$ cat config.mk
export PLATFORM = sky130hd
export DESIGN_NAME = smram_window_ctl
export DESIGN_NICKNAME = d
export VERILOG_FILES = /design/src/rtl/smram_window_ctl.sv
export SDC_FILE = /design/constraint.sdc
export NUM_CORES = 1
export LEC_CHECK = 0
export ABC_AREA = 1
export CAP_MARGIN = 20
export CORE_ASPECT_RATIO = 1.2
export CORE_MARGIN = 2
export CORE_UTILIZATION = 47
export CTS_CLUSTER_SIZE = 10
export DETAILED_ROUTE_END_ITERATION = 6
export GPL_TIMING_DRIVEN = 0
export PLACE_DENSITY = 0.88
export SYNTH_ARGS = -nofsm -noshare
export SYNTH_HDL_FRONTEND = slang
export SYNTH_SLANG_ARGS = --single-unit
$ cat constraint.sdc
create_clock -name clk -period 5.3 [get_ports clk]
set_clock_uncertainty 0.2 [all_clocks]
set_input_delay 1.06 -clock clk [delete_from_list [all_inputs] [get_ports clk]]
set_output_delay 1.06 -clock clk [all_outputs]
set_load 0.02 [all_outputs]
$ cat src/rtl/smram_window_ctl.sv
module smram_window_ctl #(
  parameter int ADDR_W = 32,
  parameter logic [7:0] CFG_OFFSET = 8'h71,
  parameter logic [ADDR_W-1:0] HI_BASE = 'h100A_0000,
  parameter logic [ADDR_W-1:0] HI_LIMIT = 'h100F_0000,
  parameter logic [ADDR_W-1:0] ALIAS_BASE = 'h1000_0000,
  parameter logic [ADDR_W-1:0] SEG_MIN = 'h0002_0000
) (
  input  logic              clk,
  input  logic              rst_n,
  input  logic [7:0]        cfg_addr,
  input  logic              cfg_wr,
  input  logic [7:0]        cfg_wdata,
  output logic [7:0]        cfg_rdata,
  input  logic              acc_valid,
  input  logic [ADDR_W-1:0] acc_addr,
  input  logic              smm_active,
  input  logic              smram_global_en,
  input  logic              smram_open,
  input  logic [ADDR_W-1:0] top_of_mem,
  output logic              dram_claim,
  output logic              pci_fwd,
  output logic              ext_l1_wb,
  output logic              ext_l2_wb
);

  logic       hi_en, err, l1_en, l2_en, seg_en;
  logic [1:0] seg_sel;
  logic       unused_wbit;

  logic              sel_hit, wr_hit, clr_req;
  logic              hi_on, seg_on, allowed;
  logic [ADDR_W-1:0] seg_size, alias_top, alias_bot, carve_bot;
  logic              in_hi, in_alias, in_carve, in_prot, viol, claim_raw;

  assign unused_wbit = cfg_wdata[5];
  assign sel_hit = (cfg_addr == CFG_OFFSET);
  assign wr_hit  = cfg_wr && sel_hit;
  assign clr_req = wr_hit && cfg_wdata[6];

  assign hi_on   = hi_en && smram_global_en;
  assign seg_on  = seg_en && smram_global_en;
  assign allowed = smm_active || smram_open;

  assign seg_size  = SEG_MIN << seg_sel;
  assign alias_top = ALIAS_BASE + top_of_mem;
  assign alias_bot = alias_top - seg_size;
  assign carve_bot = top_of_mem - seg_size;

  assign in_hi    = hi_on && (acc_addr >= HI_BASE) && (acc_addr < HI_LIMIT);
  assign in_alias = seg_on && (acc_addr >= alias_bot) && (acc_addr < alias_top);
  assign in_carve = seg_on && (acc_addr >= carve_bot) && (acc_addr < top_of_mem);
  assign in_prot  = in_hi || in_alias;
  assign viol     = acc_valid && in_prot && !allowed;

  always_comb begin
    if (in_prot)       claim_raw = allowed;
    else if (in_carve) claim_raw = 1'b0;
    else               claim_raw = (acc_addr < top_of_mem);
  end

  assign dram_claim = acc_valid && claim_raw;
  assign pci_fwd    = acc_valid && !claim_raw;

  always_ff @(posedge clk or negedge rst_n) begin
    if (!rst_n) begin
      hi_en   <= 1'b0;
      l1_en   <= 1'b0;
      l2_en   <= 1'b0;
      seg_sel <= 2'b00;
      seg_en  <= 1'b0;
      err     <= 1'b0;
    end else begin
      if (wr_hit) begin
        hi_en   <= cfg_wdata[7];
        l1_en   <= cfg_wdata[4];
        l2_en   <= cfg_wdata[3];
        seg_sel <= cfg_wdata[2:1];
        seg_en  <= cfg_wdata[0];
      end
      err <= viol || (err && !clr_req);
    end
  end

  assign cfg_rdata = sel_hit ? {hi_en, err, 1'b0, l1_en, l2_en, seg_sel, seg_en} : 8'h00;
  assign ext_l1_wb = l1_en;
  assign ext_l2_wb = l1_en && l2_en;

  AST_ERR_CLEARED: assert property (@(posedge clk) disable iff (!rst_n)
    (clr_req && !viol) |=> !cfg_rdata[6] || !sel_hit);
  AST_ERR_STICKY: assert property (@(posedge clk) disable iff (!rst_n)
    (err && !clr_req) |=> err);
  AST_SET_WINS: assert property (@(posedge clk) disable iff (!rst_n)
    viol |=> err);
  AST_VIOL_TO_PCI: assert property (@(posedge clk) disable iff (!rst_n)
    viol |-> (pci_fwd && !dram_claim));
  AST_IDLE_QUIET: assert property (@(posedge clk) disable iff (!rst_n)
    !acc_valid |-> (!dram_claim && !pci_fwd));

endmodule

======== After elaboration in Yosys (flattened, before gate mapping) ========
Index checks and enable logic that the tools add are counted.
word-level totals
  register bits ........................... 7
  word-level logic and storage cells ...... 42
  output and inout bits ................... 12
operators by class
  reductions and logical operators ........ 22
  equal/unequal tests ..................... 1
  shifts and indexed selects .............. 1
  magnitude comparators ................... 6
  mux-type cells .......................... 3
  add/subtract/negate cells ............... 3
operator list
  cell                                                                                   number
  32-bit greater-or-equal comparator                                                     2
  32-bit less-than comparator                                                            2
  32-bit subtractor                                                                      2
  29-bit by 32-bit adder with 32-bit output, first input constant                        1
  32-bit by 29-bit greater-or-equal comparator with 1-bit output, second input constant  1
  32-bit by 29-bit less-than comparator with 1-bit output, second input constant         1
  18-bit by 2-bit left shift with 32-bit output, first input constant                    1
  1-bit logical AND                                                                      16
  8-bit by 7-bit == test with 1-bit output, second input constant                        1
  8-bit 2-to-1 mux                                                                       1
  1-bit logical NOT                                                                      3
  1-bit logical OR                                                                       3
  1-bit 2-to-1 mux                                                                       2

======== Longest topological paths before layout ========
Gate-level depths: netlist of run 1.
  word-level depth ........................ 9
  mapped depth ............................ 26

======== Worst setup path before layout of run 1 ========
OpenSTA, ideal clock, no wires.
  path kind ............................... input to output
  from .................................... input top_of_mem[19]
  to ...................................... output pci_fwd
  cell stages on the path ................. 20
  path slack .............................. 0.392 ns
  data arrival time ....................... 3.648 ns
  required time ........................... 4.040 ns
  path buffers ............................ 0
  cell sequence ........................... ha_1 > inv_1 > o21ai_1 > a21oi_2 > nand2_2 > nor2_4 > nand2_4 > nor2_8 > nand2_2 > xor2_1 > inv_1 > ha_1 > a21oi_1 > o21ai_0 > a21o_1 > nor2_1 > nand2_1 > nand3_1 > nand3_1 > a21oi_1
between the ends
  cells in the longest elaborated chain, start to end .. 9
  elaborated cells on any way between the ends .. 16
  those cells by class .................... add/sub (3); order compare (4); mux (2); reduce/logical (7)
RTL lines
  what                                       RTL line  RTL
  start: declaration                         20        input logic [ADDR_W-1:0] top_of_mem,
  29-bit by 32-bit adder with 32-bit output  46        assign alias_top = ALIAS_BASE + top_of_mem;
  32-bit subtractor                          47        assign alias_bot = alias_top - seg_size;
  32-bit greater-or-equal comparator         51        assign in_alias = seg_on && (acc_addr >= alias_bot) && (acc_addr < alias_top);
  1-bit logical AND (2 in series)            51
  1-bit logical OR                           53        assign in_prot = in_hi || in_alias;
  1-bit 2-to-1 mux (*)                       57        if (in_prot) claim_raw = allowed;
  1-bit logical NOT (*)                      63        assign pci_fwd = acc_valid && !claim_raw;
  1-bit logical AND (*)                      63
  end: declaration                           22        output logic pci_fwd,
Every way passes the cells marked *; elsewhere a longest branch is shown, timed or not.

======== Worst setup path after layout of run 1 ========
Same ends and word-level chain as after synthesis.

==> metrics.txt, run 1 <==
FF-to-FF path depth 23; Syn Inst Count 446; PortBufs 96; Rows 30; crit path launch type input port; period utilization 0.9627; grt ovf 0; Worst EP required around 4000 ps; CP Class in2out; post-synthesis average cell area 6.239 um^2; Net Count, Synth a little over 600; Final nets 719; Leak Pwr 2.233 nW; Yosys warning count 0; Clock transition at path regs ~40 ps; hold crit path type reg2reg; Routed Antenna Nets 0; PD cells roughly 120 nW/um^2; vias in the first global route around 3300; diode count 0; reg2reg start seg_sel[0]$_DFFE_PN0P_; wire per inst between 10 and 15 um; distinct cell type count after synthesis 32; post-layout minimum cycle time 5102 ps; clock tree sinks 7; Post-Route WL ~7800 um; clock latency on the worst-skew pair about 230 ps; Peak VDD IR about 0.15 mV; die area ~6600 um^2; Overall Power about 480 uW; 1st-iter DRT viols between 70 and 80; Core Region ~5700 um^2; DRC 0; main flop type after synthesis dfrtp_1; EDFF count, synth 0; CTS Buf Count 3; FF+latch count, synth 7; hpwl dp approximately 6400 um; CP endpoint kind primary output; maxcap violations 0; layout cells sized above 1 0.1097; initial antenna violation count 0; Vias between 3000 and 4000; clk root buf clkbuf_8; Post-Syn Area approximately 2800 um^2; Setup crit end pci_fwd; commonest non-fill, non-tap cell in the layout nand2_1; Initial Utilization 0.4877; final setup vio count 0; WP data arrival about 3800 ps; commonest cells after routing, fill and taps aside nand2_1 (105), inv_1 (87), clkdlybuf4s50_1 (87); Tot GR Track Use 0.2433; global placement routability congestion approximately 0.89; top cell type's share of synthesized area 0.3372; Clock Path Buffers 2; area grow syn2layout 46.90%; Final Hold Violating Endpoints 0; crit path from top_of_mem[19]; largest net degree at the start of global routing 11; Max Freq 0.1960 GHz; final core occ 0.7164; synth top area cells ha_1 (34%), nand2_1 (15%), inv_1 (12%); worst r2r dst err$_DFF_PN0_; vias per cell ~5; # IOs 99; dominant cell type by area after synthesis ha_1; first-pass GRT wire length approximately 13000 um; ys async rst share 1.000; status finished, final reports clean; Slew Limit Fails 0; Seq/Total Area, Yosys 0.06295; critical path peak fanout 6; H-tree Lvls 1; Die X around 74 um; CTS tree yes; reg-to-reg setup timing slack 1830 ps; Initial DRT Pass Iterations 4; die extent in y around 90 um; Setup TNS Final 0 ps; CTS hold repair buffers 0
## cell families (layout without fill, tap and decap cells)
| logic type | Yosys count | in the layout | share of synthesized area |
|---|---|---|---|
| AO/OA/AOI/OAI | 62 | 62 | 0.1205 |
| multiplexers | 1 | 1 | 0.004046 |
| flip-flops | 7 | 7 | 0.06295 |
| AND/OR/NAND/NOR | 194 | 194 | 0.3080 |
| XOR/XNOR | 12 | 12 | 0.03777 |
| other | 1 | 1 | 0.001348 |
| adder cells (fa/ha/maj) | 75 | 75 | 0.3372 |
| buffers and inverters | 94 | 204 | 0.1281 |
## repair_timing
item / CTS / global route
cloned: 0 / 0
setup endpoints to repair: 2 / 2
pin swaps: 8 / 16
gates resized for setup: 25 / 35
buffers inserted: 4 / 6
## cell usage after synthesis (2+ instances only)
master,instances
nor2_1,39
nor3_1,2
nand2_2,5
clkbuf_1,2
o21ai_1,2
nor2_4,2
a21o_1,3
nand3_1,13
nor4_1,5
ha_1,75
inv_1,90
dfrtp_1,7
a21oi_1,35
or2_2,4
o21ai_0,15
o21a_1,4
xor2_1,11
nand4_1,8
nor3b_1,3
nand2_1,109
## worst min path at each step
| stage | startpoint | to | slack [ps] | cells after the start |
|---|---|---|---|---|
| floorplan | err$_DFF_PN0_ | err$_DFF_PN0_ | 250 | 2 |
| global placement | err$_DFF_PN0_ | err$_DFF_PN0_ | 270 | 2 |
| detailed placement | err$_DFF_PN0_ | err$_DFF_PN0_ | 290 | 2 |
| CTS | err$_DFF_PN0_ | err$_DFF_PN0_ | 300 | 2 |
| global route | err$_DFF_PN0_ | err$_DFF_PN0_ | 340 | 2 |
| finish | err$_DFF_PN0_ | err$_DFF_PN0_ | 310 | 2 |
## per-layer routing
layer / share of wire / vias to the layer above / global-route usage
met5: 0 / - / 0
met1: 0.39 / 1438 / 0.2578
met4: 0.033 / 0 / 0.07630
li1: - / 1659 / -
met3: 0.044 / 25 / 0.03075
met2: 0.53 / 95 / 0.4862
## report_power, final
part | total (mW) | switching (mW) | internal, mW
clock | 0.0768 | 0.0247 | 0.0522
combinational | 0.335 | 0.169 | 0.165
sequential | 0.0649 | 0.00429 | 0.0606
## critical path: stages
cell	delay, ps
clkbuf_2	120
ha_4	290
nand4_1	100
or2_1	250
nand2_2	110
nor2_4	60
nand2_4	100
nor2_8	60
buf_4	150
o31ai_4	180
inv_1	70
ha_1	290
nand2_2	60
nor2_2	100
nand2_1	80
a21oi_1	110
nor2_1	50
nand2_1	80
nand3_2	90
nand2_2	90
nand2_2	70
a21oi_2	150
buf_6	130
## layout make-up
type,count,area (um^2)
Multi-Input combinational cell,345,2396
Fill cell,477,1618
Timing Repair Buffer,106,1015
Inverter,91,341.6
Sequential cell,7,175.2
Tap cell,80,100.1
Clock buffer,4,45.04
Buffer,3,15.01
## metrics by stage
stage	cell area (um^2)	hold slack (ps)	cells	setup slack (ps)
after detailed placement	3844	285.6	622	-805.5
after global placement	3844	274.3	622	-739.8
final	4088	306.9	636	197.7
after global routing	4088	341.7	636	-25.01
after floorplan	2783	252.4	446	392.3
after CTS	3968	297.6	630	7.614
## flip-flops by register name (all words and copies together) (netlist names)
name / cells
ext_l1_wb: 1
seg_sel: 2
l2_en: 1
seg_en: 1
err: 1
hi_en: 1
Power figures use the tool's default switching activity.
==> run 2, diff against run 1 <==
- CORE_UTILIZATION: 47 -> 55
- DONT_BUFFER_PORTS: unset -> 1
- PLACE_DENSITY: 0.88 -> 0.75
==> metrics.txt, run 2 (synthesis gave the netlist of run 1 again) <==
critical path peak fanout 6 (unchanged); Max Freq 0.1975 GHz (+0.80%); Clock transition at path regs 40 ps (about the same); commonest non-fill, non-tap cell in the layout nand2_1; Die X 68.93 um (-7.2%); RSZ-0062 raised after global routing false; Most flops, register seg_sel; 1st-iter DRT viols 74 (-6.3%); hold crit path type reg2reg; WP data arrival 3800 ps (-40 ps); commonest cells after routing, fill and taps aside nand2_1 (107), inv_1 (89), ha_1 (72); die extent in y 81.92 um (-7.2%); CP endpoint kind primary output; Leak Pwr 1.789 nW (-20%); global placement routability congestion 0.8638 (-3.0%); Crit path largest cell delay 320 ps (+30 ps); clock latency on the worst-skew pair 220 ps (about the same); Initial DRT Pass Iterations 4 (unchanged); Tot GR Track Use 0.2232 (-0.02007); CP Class in2out; DRC 0 (unchanged); diode count 0 (unchanged); layout cells sized above 1 0.07965 (-0.03007); Worst EP required 4040 ps (about the same); PD cells 121.4 nW/um^2 (+4.2%); Rows 28 (-6.7%); first-pass GRT wire length 10090 um (-22%); wire per inst 12.05 um (-2.2%); largest net degree at the start of global routing 11 (unchanged); cell family with most CP delay simple AND/OR/NAND/NOR gates; clk root buf clkbuf_8; Post-Route WL 6171 um (-21%); period utilization 0.9551 (-0.007599); post-layout minimum cycle time 5062 ps (-40.28 ps); maxcap violations 0 (unchanged); Area after DPL 2858 um^2 (-26%); crit-path cells ha_1, nand4_1, or2_1, nand2_2, nor2_4, nand2_4, nor2_8, inv_1, nand2_1, inv_1, ha_1, a21oi_1, o21ai_2, a21o_1, nor2_1, nand2_1, nand3_2, nand2_1, nand2_2, nand2_2, nor2_4; Overall Power 363.3 uW (-24%); hpwl dp 5610 um (-13%); vias in the first global route 2543 (-23%); cell area after layout 2992 um^2 (-27%); Worst Path Buf+Inv 2 (-2); Vias 2692 (-16%); die area 5647 um^2 (-14%); Routed Antenna Nets 0 (unchanged); worst-path cell with the longest stage delay ha_1; final setup vio count 0 (unchanged); vias per cell 5.258 (+3.9%); Peak VDD IR 0.1520 mV (+0.47%); Slew Limit Fails 0 (unchanged); initial antenna violation count 0 (unchanged); Initial Utilization 0.5673 (+0.07963); grt ovf 0 (unchanged); Clock Path Buffers 2 (unchanged); number of flip-flops in the largest register 2 (unchanged); H-tree Lvls 1 (unchanged); status finished, final reports clean; crit path launch type input port; Core Region 4905 um^2 (-14%); clock tree sinks 7 (unchanged); CTS Buf Count 3 (unchanged); PortBufs 0 (-100%); # IOs 99 (unchanged); CTS tree yes; Final Hold Violating Endpoints 0 (unchanged); Final nets 615 (-14%); area grow syn2layout 7.509%
[run 2: final timing paths]
check / startpoint / end / slack, ps / depth (start not counted)
setup / recovery: top_of_mem[18] / dram_claim / 240 / 21
hold / removal: err$_DFF_PN0_ / err$_DFF_PN0_ / 310 / 2
setup reg to reg: seg_sel[1]$_DFFE_PN0P_ / err$_DFF_PN0_ / 1790 / 22
hold reg to reg: err$_DFF_PN0_ / err$_DFF_PN0_ / 310 / 2
max in group asynchronous: rst_n / seg_sel[1]$_DFFE_PN0P_ / 4500 / 0
min in group asynchronous: rst_n / seg_en$_DFFE_PN0P_ / 330 / 0
[run 2: per-stage QoR]
step                      TNS (ps)  hold WS (ps)  setup slack, ps  instances  utilization
after floorplan                  0         252.4            392.3        446            -
after global placement           0         275.4            35.89        506       0.5827
after detailed placement    -64.49         304.9           -45.49        506       0.5827
after CTS                        0         309.4            32.58        510       0.5931
after global routing             0         317.6            25.52        512       0.6099
final                            0         307.3            237.9        512       0.6099
[run 2: worst min-delay path, stage by stage (launching register included)]
cell and delay (ps):
dfrtp_1 350, nand2_1 60, o21ai_0 60
[run 2: final cells by class]
class	instances	area, um^2
inverters	91	341.6
fillers	476	1913
plain buffers	3	15.01
multi-input cells	345	2325
clock buffers	4	45.04
well taps	60	75.07
flip-flops and latches	7	175.2
repair buffers	2	15.01
[run 2: layer usage]
metal	wire length [um]	track usage
met1	2503	0.2426
met2	3186	0.4404
met3	402	0.03288
met4	79	0.04902
met5	0	0
[run 2: power by group]
group	switching [mW]	internal (mW)
clock network	0.0206	0.0518
logic	0.129	0.0953
registers	0.00547	0.0606
[run 2: timing repair]
action,in CTS,in global routing
hold buffers,0,0
setup endpoints to repair,2,2
pin swaps,0,5
resized for setup,2,15
setup buffers,0,2
==> run 3, diff against run 2 <==
- CORE_ASPECT_RATIO: 1.2 -> unset
- CTS_CLUSTER_SIZE: 10 -> 14
==> metrics.txt, run 3 (synthesis gave the netlist of run 1 again) <==
final hold slack 292.5 ps (-14.73 ps); Final Hold Violating Endpoints 0 (unchanged); hold_sp err$_DFF_PN0_; Tot GR Track Use 0.2166 (-0.006619); Clock Path Buffers 2 (unchanged); Vias 2654 (-1.4%); final core occ 0.6222 (+0.01227); number of flip-flops in the largest register 2 (unchanged); commonest cells after routing, fill and taps aside nand2_1 (108), inv_1 (90), ha_1 (73); Crit path largest cell delay 290 ps (-30 ps); area grow syn2layout 7.015%; cell family with most CP delay simple AND/OR/NAND/NOR gates; Peak VDD IR 0.2104 mV (+38%); Max Freq 0.1973 GHz (-0.12%); global placement routability congestion 0.8461 (-2.0%); Core Region 4786 um^2 (-2.4%); CTS hold repair buffers 0 (unchanged); CTS Buf Count 3 (unchanged); grt ovf 0 (unchanged); commonest non-fill, non-tap cell in the layout nand2_1; CP Class in2out; cell area after layout 2978 um^2 (-0.46%); final worst slack 231.7 ps (-6.204 ps); H-tree Lvls 1 (unchanged); die area 5645 um^2 (about the same); crit-path cells ha_4, inv_1, o21ai_1, a21oi_2, nand2_2, nor2_4, nand2_4, nor2_8, nand2_2, xor2_1, inv_1, ha_1, a21oi_1, o21ai_0, a21o_1, nor2_1, nand2_1, nand3_2, nand2_1, nand2_2, nand2_1, nor2_4; WP data arrival 3810 ps (about the same); Leak Pwr 1.790 nW (about the same); largest net degree at the start of global routing 11 (unchanged); Slew Limit Fails 0 (unchanged); Worst EP required 4040 ps (about the same); status finished, final reports clean; PD cells 122.4 nW/um^2 (+0.79%); CTS tree yes; Initial DRT Pass Iterations 4 (unchanged); post-layout minimum cycle time 5068 ps (+6.204 ps); maxcap violations 0 (unchanged); PortBufs 0 (unchanged); 1st-iter DRT viols 64 (-14%); Post-Place Setup Slack 6.526 ps (+52.02 ps); worst r2r dst err$_DFF_PN0_; critical path peak fanout 6 (unchanged); DP Cell Count 513 (+1.4%); final setup vio count 0 (unchanged); hpwl dp 5519 um (-1.6%); hold crit path type reg2reg; Die X 75.13 um (+9.0%); clk root buf clkbuf_8; period utilization 0.9563 (+0.001171); reg2reg start seg_sel[0]$_DFFE_PN0P_; crit path launch type input port; Area after DPL 2867 um^2 (+0.31%); Post-Route WL 6319 um (+2.4%); Final nets 616 (+0.16%); die extent in y 75.13 um (-8.3%); initial antenna violation count 0 (unchanged); Initial Utilization 0.5814 (+0.01409); DRC 0 (unchanged); layout cells sized above 1 0.07064 (-0.009006); wire per inst 12.15 um (+0.82%); first-pass GRT wire length 9853 um (-2.4%); # IOs 99 (unchanged); vias per cell 5.104 (-2.9%); diode count 0 (unchanged); Routed Antenna Nets 0 (unchanged); Finished Layout Cells 520 (+1.6%); Hold Crit Depth 2 (unchanged); FF-to-FF path depth 24 (+9.1%); Worst Path Buf+Inv 2 (unchanged); Most flops, register seg_sel; vias in the first global route 2468 (-2.9%); worst-path cell with the longest stage delay ha_1; CP endpoint kind primary output; clock tree sinks 7 (unchanged); reg-to-reg setup timing slack 1780 ps (about the same); clock latency on the worst-skew pair 230 ps (about the same); Clock transition at path regs 40 ps (about the same); Rows 25 (-11%); Endpoint, Worst Hold err$_DFF_PN0_
[run 3: cell types whose count changed in the layout (fill, tap and decap cells not counted), sizes merged]
cell	delta
buf	+1
[run 3: how the worst max path moves through the flow]
stage	start	end	depth (start not counted)	slack, ps
after CTS	top_of_mem[19]	pci_fwd	20	3
after global placement	top_of_mem[19]	pci_fwd	20	60
after floorplan	top_of_mem[19]	pci_fwd	20	390
final	top_of_mem[19]	dram_claim	22	230
after global routing	top_of_mem[19]	dram_claim	22	-2
after detailed placement	top_of_mem[19]	pci_fwd	20	7
[run 3: stage by stage]
stage	setup TNS (ps)	power [mW]
after floorplan	0	0.2380
after global placement	0	0.2691
after detailed placement	0	0.2783
after CTS	0	0.3561
after global routing	-3.509	0.4099
final	0	0.3645
[run 3: final cells by class]
type,count,area (um^2)
sequential,7,175.2
timing repair buffer,3,22.52
clock buffer,4,45.04
inverter,91,341.6
fill,485,1808
multi-input combinational,345,2295
buffer,3,15.01
tap,67,83.83
[run 3: what timing repair did]
| action | in CTS | in global routing |
|---|---|---|
| gates resized for setup | 0 | 11 |
| buffers inserted | 0 | 3 |
| setup endpoints to repair | 0 | 2 |
[run 3: layer usage]
metal,vias to the layer above,track usage,part of all wire
li1,1442,-,-
met1,1149,0.2744,0.44
met3,2,0.04685,0.064
met5,-,0,0
met2,61,0.3879,0.49
met4,0,0.02729,0.0043
[run 3: worst min-delay path: cells and delay by family (launching register included)]
kind	cells	cell delay (ps)
AO/OA/AOI/OAI	1	70
flip-flops	1	330
AND/OR/NAND/NOR	1	50
[run 3: power by group]
group          switching [mW]  internal [mW]  leakage (nW)
sequential            0.00489         0.0606        0.0674
combinational           0.130         0.0943          1.70
clock                  0.0230         0.0520        0.0228
